==> config.mk <==
export PLATFORM = sky130hd
export DESIGN_NAME = supply_reset_gen
export DESIGN_NICKNAME = d
export VERILOG_FILES = /design/src/rtl/supply_reset_pkg.sv /design/src/rtl/flag_sync.sv /design/src/rtl/dip_filter.sv /design/src/rtl/hold_timer.sv /design/src/rtl/supply_reset_gen.sv
export SDC_FILE = /design/constraint.sdc
export NUM_CORES = 1
export LEC_CHECK = 0
export ABC_AREA = 1
export BUFFER_PORTS_ARGS = -buffer_cell sky130_fd_sc_hd__buf_2
export CORE_UTILIZATION = 58
export CTS_BUF_LIST = sky130_fd_sc_hd__clkbuf_2 sky130_fd_sc_hd__clkbuf_4 sky130_fd_sc_hd__clkbuf_8
export CTS_CLUSTER_SIZE = 12
export DETAILED_ROUTE_END_ITERATION = 8
export GPL_ROUTABILITY_DRIVEN = 0
export PLACE_DENSITY = 0.74
export SETUP_SLACK_MARGIN = 0.02
export SLEW_MARGIN = 10
export SYNTH_ARGS = -nofsm -noshare
export SYNTH_HDL_FRONTEND = slang
export SYNTH_SLANG_ARGS = --single-unit
==> constraint.sdc <==
create_clock -name clk_i -period 2.35 [get_ports clk_i]
set_clock_uncertainty 0.1 [all_clocks]
set_input_delay 0.47 -clock clk_i [delete_from_list [all_inputs] [get_ports clk_i]]
set_output_delay 0.47 -clock clk_i [all_outputs]
set_load 0.01 [all_outputs]
==> src/rtl/supply_reset_pkg.sv <==
package supply_reset_pkg;

  // Convert a duration in milliseconds to a clock-cycle count, at least 1.
  function automatic int unsigned cycles_for_ms(longint unsigned hz, int unsigned ms);
    longint unsigned c;
    c = (hz * longint'(ms)) / 1000;
    if (c < 1) c = 1;
    return int'(c);
  endfunction

  typedef enum logic {
    OUT_ACTIVE_LOW  = 1'b0,
    OUT_ACTIVE_HIGH = 1'b1
  } out_pol_e;

endpackage

==> src/rtl/flag_sync.sv <==
module flag_sync #(
  parameter int unsigned STAGES = 2,
  parameter logic        INIT   = 1'b1
) (
  input  logic clk_i,
  input  logic rst_ni,
  input  logic async_i,
  output logic sync_o
);
  logic [STAGES-1:0] chain_q;

  generate
    genvar g;
    for (g = 0; g < STAGES; g++) begin : g_stage
      if (g == 0) begin : g_first
        always_ff @(posedge clk_i or negedge rst_ni) begin
          if (!rst_ni) chain_q[0] <= INIT;
          else         chain_q[0] <= async_i;
        end
      end else begin : g_next
        always_ff @(posedge clk_i or negedge rst_ni) begin
          if (!rst_ni) chain_q[g] <= INIT;
          else         chain_q[g] <= chain_q[g-1];
        end
      end
    end
  endgenerate

  assign sync_o = chain_q[STAGES-1];
endmodule

==> src/rtl/dip_filter.sv <==
module dip_filter #(
  parameter int unsigned FILT_CYC = 4
) (
  input  logic clk_i,
  input  logic rst_ni,
  input  logic low_i,
  output logic fault_o
);
  localparam int unsigned RW = $clog2(FILT_CYC + 1) < 1 ? 1 : $clog2(FILT_CYC + 1);
  localparam logic [RW-1:0] RUN_MAX = RW'(FILT_CYC);

  logic [RW-1:0] run_q;

  always_ff @(posedge clk_i or negedge rst_ni) begin
    if (!rst_ni)            run_q <= '0;
    else if (!low_i)        run_q <= '0;
    else if (run_q != RUN_MAX) run_q <= run_q + 1'b1;
  end

  assign fault_o = low_i && (run_q == RUN_MAX);

  // a qualified dip needs the flag high on the previous cycle as well
  p_fault_needs_run_r4: assert property (@(posedge clk_i) disable iff (!rst_ni)
    fault_o |-> $past(low_i));
  // the flag dropping clears the qualification on the next cycle
  p_drop_clears_r3: assert property (@(posedge clk_i) disable iff (!rst_ni)
    !low_i |=> !fault_o);
endmodule

==> src/rtl/hold_timer.sv <==
module hold_timer #(
  parameter int unsigned HOLD_CYC = 8
) (
  input  logic clk_i,
  input  logic rst_ni,
  input  logic fault_i,
  input  logic low_i,
  output logic active_o
);
  localparam int unsigned CW = $clog2(HOLD_CYC + 1) < 1 ? 1 : $clog2(HOLD_CYC + 1);
  localparam logic [CW-1:0] LAST = CW'(HOLD_CYC - 1);

  logic [CW-1:0] cnt_q;
  logic          act_q;

  always_ff @(posedge clk_i or negedge rst_ni) begin
    if (!rst_ni) begin
      act_q <= 1'b1;
      cnt_q <= '0;
    end else if (fault_i) begin
      act_q <= 1'b1;
      cnt_q <= '0;
    end else if (act_q && !low_i) begin
      if (cnt_q == LAST) begin
        act_q <= 1'b0;
        cnt_q <= '0;
      end else begin
        cnt_q <= cnt_q + 1'b1;
      end
    end
  end

  assign active_o = act_q;

  // a qualified dip leaves reset active with a cleared count
  p_restart_r5: assert property (@(posedge clk_i) disable iff (!rst_ni)
    fault_i |=> (act_q && cnt_q == '0));
  // release only after the full count
  p_full_hold_r2: assert property (@(posedge clk_i) disable iff (!rst_ni)
    $fell(act_q) |-> ($past(cnt_q) == LAST));
  // a short dip holds the count still
  p_pause_r6: assert property (@(posedge clk_i) disable iff (!rst_ni)
    (act_q && low_i && !fault_i) |=> $stable(cnt_q));
endmodule

==> src/rtl/supply_reset_gen.sv <==
module supply_reset_gen
  import supply_reset_pkg::*;
#(
  parameter longint unsigned CLK_HZ      = 125_000_000,
  parameter int unsigned     FILT_MS     = 4,
  parameter int unsigned     HOLD_MS     = 140,
  parameter int unsigned     SYNC_STAGES = 2,
  parameter bit              ACTIVE_HIGH = 1'b0
) (
  input  logic clk_i,
  input  logic por_n_i,
  input  logic supply_low_i,
  output logic rst_o
);
  localparam int unsigned FILT_CYC = cycles_for_ms(CLK_HZ, FILT_MS);
  localparam int unsigned HOLD_CYC = cycles_for_ms(CLK_HZ, HOLD_MS);
  localparam out_pol_e    POL      = ACTIVE_HIGH ? OUT_ACTIVE_HIGH : OUT_ACTIVE_LOW;

  logic low_s;
  logic fault;
  logic active;

  flag_sync #(.STAGES(SYNC_STAGES), .INIT(1'b1)) u_sync (
    .clk_i  (clk_i),
    .rst_ni (por_n_i),
    .async_i(supply_low_i),
    .sync_o (low_s)
  );

  dip_filter #(.FILT_CYC(FILT_CYC)) u_filt (
    .clk_i  (clk_i),
    .rst_ni (por_n_i),
    .low_i  (low_s),
    .fault_o(fault)
  );

  hold_timer #(.HOLD_CYC(HOLD_CYC)) u_hold (
    .clk_i   (clk_i),
    .rst_ni  (por_n_i),
    .fault_i (fault),
    .low_i   (low_s),
    .active_o(active)
  );

  generate
    if (POL == OUT_ACTIVE_HIGH) begin : g_hi
      assign rst_o = active;
    end else begin : g_lo
      assign rst_o = ~active;
    end
  endgenerate

  // output always at a defined level
  p_known_r8: assert property (@(posedge clk_i) disable iff (!por_n_i)
    !$isunknown(rst_o));
  // a qualified dip shows as active reset at the pin on the next cycle
  p_fault_to_pin_r4: assert property (@(posedge clk_i) disable iff (!por_n_i)
    fault |=> (rst_o == ACTIVE_HIGH));
endmodule

==> Yosys cells after proc, flatten, opt, wreduce, memory -nomap -nowiden <==
Index checks and enable logic that the tools add are counted.
{ "word_totals": {"register_bits": 47, "inputBits": 3, "elab_cells": 26} }
{ "classes": {"add_sub_neg": 2, "eq_ne": 4, "muxes": 8, "n_bitwise": 1, "n_reduce_logical": 6} }
{ "op_table": {"columns": ["cell", "count"], "rows": [
  ["2-to-1 mux 25 bit", 3],
  ["2-to-1 mux 19 bit", 2],
  ["adder 25 x 1 -> 25 bit (second input constant)", 1],
  ["equality test 25 bit (second input constant)", 1],
  ["adder 19 x 1 -> 19 bit (second input constant)", 1],
  ["equality test 19 bit (second input constant)", 1],
  ["!= test 19 bit (second input constant)", 1],
  ["nonzero test 2 bit", 2],
  ["2-to-1 mux 1 bit", 3],
  ["logical AND 1 bit", 2],
  ["!= test 2 x 1 -> 1 bit (second input constant)", 1],
  ["AND reduction 2 bit", 1],
  ["zero test 1 bit", 1],
  ["inverter 1 bit", 1]
]} }

==> Depth between registers and ports, before layout <==
{ "depth": {"depth_word": 4, "depth_mapped": 12} }

==> By module <==
A second synthesis with hierarchy kept.
{ "unflattened": {"cells_unflattened": 414, "area_unflattened_um2": 2936.6} }
{ "by_module_without_submodules": {"columns": ["module", "instances", "cells_each", "area_each_um2"], "rows": [
  ["hold_timer", 1, 238, 1672.9],
  ["dip_filter", 1, 173, 1207.4],
  ["flag_sync", 1, 2, 52.6],
  ["supply_reset_gen", 1, 1, 3.8]
]} }

==> Worst setup path after synthesis <==
Ideal clock, no wire load.
{ "synth_timing": {"kind": "register to register", "from": "register u_filt.run_q[0]", "to": "register u_hold.cnt_q[19]", "arrival_time_ns": 1.441, "setup_slack_ns": 0.690, "stages_incl_launch_ff": 13, "synth_period_minus_slack_ns": 1.660, "path_cell_list": "dfrtp_1 -> inv_1 -> ha_1 -> inv_1 -> nor2_1 -> nand2_1 -> nor2_1 -> nand3_1 -> nand2_1 -> buf_6 -> nand2_1 -> nand2_1 -> nor2_1"} }
{ "synth_via": {"elab_chain_cells": 3, "elab_cells_between_ends": 4, "classes_between": "eq/ne: 1; mux: 1; reduce/logical: 2"} }
{ "synth_rtl": {"columns": ["element", "line", "rtl"], "rows": [
  ["start: declaration", "dip_filter.sv:12", "logic [RW-1:0] run_q;"],
  ["start signal: assignment", "dip_filter.sv:17", "else if (run_q != RUN_MAX) run_q <= run_q + 1'b1;"],
  ["equality test 19 bit *", "dip_filter.sv:20", "assign fault_o = low_i && (run_q == RUN_MAX);"],
  ["logical AND 1 bit *", "dip_filter.sv:20", null],
  ["2-to-1 mux 25 bit or nonzero test 2 bit (tied branches)", null, null],
  ["end signal: assignment", "hold_timer.sv:28", "cnt_q <= cnt_q + 1'b1;"],
  ["end: declaration", "hold_timer.sv:13", "logic [CW-1:0] cnt_q;"]
]} }
Every way passes the cells marked *; elsewhere a longest branch is shown, timed or not.
A chain may end at the register's enable or synchronous reset.

==> Worst setup path after layout <==
{ "layout_timing": {"from": "register u_hold.act_q, in the netlist u_hold.active_o", "to": "register u_hold.cnt_q[18]"} }
{ "layout_via": {"elab_chain_cells": 2} }
{ "layout_rtl": {"columns": ["element", "line", "rtl"], "rows": [
  ["start: declaration", "hold_timer.sv:14", "logic act_q;"],
  ["start signal: assignment", "hold_timer.sv:18", "act_q <= 1'b1;"],
  ["start signal: assignment", "hold_timer.sv:21", "act_q <= 1'b1;"],
  ["start signal: assignment", "hold_timer.sv:25", "act_q <= 1'b0;"],
  ["logical AND 1 bit", "hold_timer.sv:23", "end else if (act_q && !low_i) begin"],
  ["nonzero test 2 bit (no source line)", null, null]
]} }
Every way passes these cells.

==> impl_metrics.yaml <==
clock_network:
  htreeDepth: 2
  post_cts_resized: 0
  clockRootBuffer: "clkbuf_8"
  insertion_delay_ps: 300
  hold_buffers: 0
  cts_tree: "built"
  clk_path_buf_depth: 2
  clk_pin_slew_ps: 90
  postCtsSetupRepairBufs: 0
  cts_sinks: 47
  cts_made_buffers: 5
global_route:
  antenna_found_initial: 0
  grt-ovfl-total: 0
  grt_max_degree: 48
  track_usage_pct: 27.8
  grt_pass1_vias: 2380
  grt_pass1_wl_um: 11300
critical_path:
  cp_max_fo: 13
  reg2reg_depth: 8
  worst-setup-path-type: "reg2reg"
  cpMaxStageDelayCell: "dfstp_2"
  cpPeakStageDelay_ps: 540
  critical_path_arrival_ps: 2170
  path_buf_inv: 4
  crit_path_end_kind: "register"
  critical_path.cell_chain: "inv_1 -> nor2_1 -> inv_1 -> nand2_1 -> buf_4 -> inv_1 -> nand2_1 -> o21ai_0"
  crit_required_ps: 2420
  startpoint_type: "register"
  r2r_end: "u_hold.cnt_q[18]$_DFFE_PN0P_"
  crit_family: "simple AND/OR/NAND/NOR gates"
  critPathMostFrequentCell: "inv_1"
  r2r_slack_ps: 250
  worst_r2r_startpoint: "u_hold.active_o$_DFFE_PN1P_"
finish:
  fin_cells: 499
  nets: 437
  fillers: 421
  drive_above_1_share_pct: 7.41
  syn_to_final_growth_pct: 6.74
  seqCellArea_um2: 1180
  layout_commonest_cell: "nand2_1"
  layout_common_cells: "nand2_1, nor2_1, inv_1, nand3_1, dfrtp_1"
  n_antenna_cell: 0
  multi_input_area_um2: 1500
placed_design:
  post-place-cells: 491
  port_buffers: 3
  hpwl_um: 5040
synthesis:
  yosys.area_share.simple_pct: 39.8
  syn-instance-count: 423
  synth_edf_count: 0
  ys_seq_area_share_pct: 40.2
  synth_mux_area_share_pct: 0
  avgSynthCellArea_um2: 6.94
  synth_compound_area_share_pct: 7.76
  yosys.area_share.xor_xnor_pct: 2.39
  synth_warnings: 0
  synth.net_count: 429
  ys_ff_latch: 47
  synth_adder_area_share_pct: 1.28
  postSynth.asyncResetShare_pct: 100
  yosysUniqueCellTypes: 28
  synth_top_family_by_area: "simple AND/OR/NAND/NOR gates"
  synth_area_um2: 2930
  ys.flop_type: "dfrtp_1"
detailed_routing:
  post_drt_wl_per_cell_um: 13.7
  route.antenna.remaining_nets: 0
  vias: 2819
  post_drt_via_cell_ratio: 5.65
  drtPass1Iterations: 6
  drt-total-wl_um: 6820
  drt_iter0_drc: 335
  route.detailed.drc: 0
floorplan:
  dieArea_um2: 5350
  ios: 4
  die_w_um: 73.1
  start_util_pct: 61.3
  row_count: 25
  coreArea_um2: 4790
  die_h_um: 73.1
sta:
  final-setup-viol-count: 0
  rsz0062_at_grt: "false"
  layout_min_cycle_time_ps: 2100
  slew_headroom_pct: 60.8
  setup-tns-final_ps: 0
  fin_crit_sh_pct: 89.4
  slew_viol_final: 0
  fmax_mhz: 476
  hold_viol: 0
  worstMarginPinSlew_ps: 587
power:
  power_density_nw_per_um2: 466
  ir_drop_uv: 434
  p_leak_nw: 1.42
worst_hold_path:
  hold_class: "in2async"
outcome:
  status: "finished clean"
run:
  maxCapViolCount: 0
## layer usage
metal  wire length, um  up-vias  track usage, %
met3               535       13            5.66
li1                  -     1396               -
met2              2790      112            37.9
met4                87        0            7.41
met5                 0        -               0
met1              3410     1298            44.2
## where the power goes
| part | switching [mW] | internal, mW |
|---|---|---|
| registers | 0.00880 | 0.816 |
| clock network | 0.276 | 0.317 |
| logic | 0.0320 | 0.0117 |
## registers in the layout (all words and copies together) (netlist names)
register / count
u_sync.sync_o: 1
u_hold.active_o: 1
u_hold.cnt_q: 25
u_filt.run_q: 19
u_sync.chain_q: 1
## worst max-delay path by stage
stage                     cells after the start                   startpoint  slack (ps)                            to
final                                         8  u_hold.active_o$_DFFE_PN1P_         250  u_hold.cnt_q[18]$_DFFE_PN0P_
after floorplan                              12  u_filt.run_q[0]$_DFFE_PN0P_         690  u_hold.cnt_q[19]$_DFFE_PN0P_
after global routing                          8  u_hold.active_o$_DFFE_PN1P_          80   u_hold.cnt_q[0]$_DFFE_PN0P_
after detailed placement                      8  u_hold.active_o$_DFFE_PN1P_         320  u_hold.cnt_q[18]$_DFFE_PN0P_
after CTS                                     7  u_hold.active_o$_DFFE_PN1P_         300  u_hold.cnt_q[18]$_DFFE_PN0P_
after global placement                       12  u_filt.run_q[0]$_DFFE_PN0P_         400   u_hold.cnt_q[2]$_DFFE_PN0P_
## logic make-up after synthesis
family / after synthesis
AND/OR/NAND/NOR: 261
buffers and inverters: 60
flip-flops: 47
AO/OA/AOI/OAI: 44
XOR/XNOR: 8
adder cells (fa/ha/maj): 3
## per-stage QoR
stage	total power, mW	utilization, %	setup WS (ps)	hold slack [ps]	area (um2)
after floorplan	0.859	-	690	74.4	2930
after global placement	0.883	63.1	397	246	3020
after detailed placement	0.885	63.1	323	248	3020
after CTS	1.48	65.4	298	154	3130
after global routing	1.52	65.4	80.0	138	3130
final	1.46	65.4	249	149	3130
## cells in the mapped netlist (8+ instances only)
| master | number | area share, % |
|---|---|---|
| nand2_1 | 101 | 13 |
| nor2_1 | 70 | 9.0 |
| inv_1 | 52 | 6.7 |
| dfrtp_1 | 44 | 38 |
| nand3_1 | 44 | 7.5 |
| nand4_1 | 24 | 5.1 |
| o21ai_0 | 21 | 3.6 |
| a21oi_1 | 18 | 3.1 |
| nor3_1 | 10 | 1.7 |
| xor2_1 | 8 | 2.4 |
## cell type report
cell class,count,share of cell area [%]
multi-input combinational,316,48.0
sequential,47,37.7
clock buffer,5,2.20
tap,67,2.68
timing repair buffer,8,1.68
inverter,53,6.35
clock inverter,3,1.40
(Power assumes the default switching activity.)
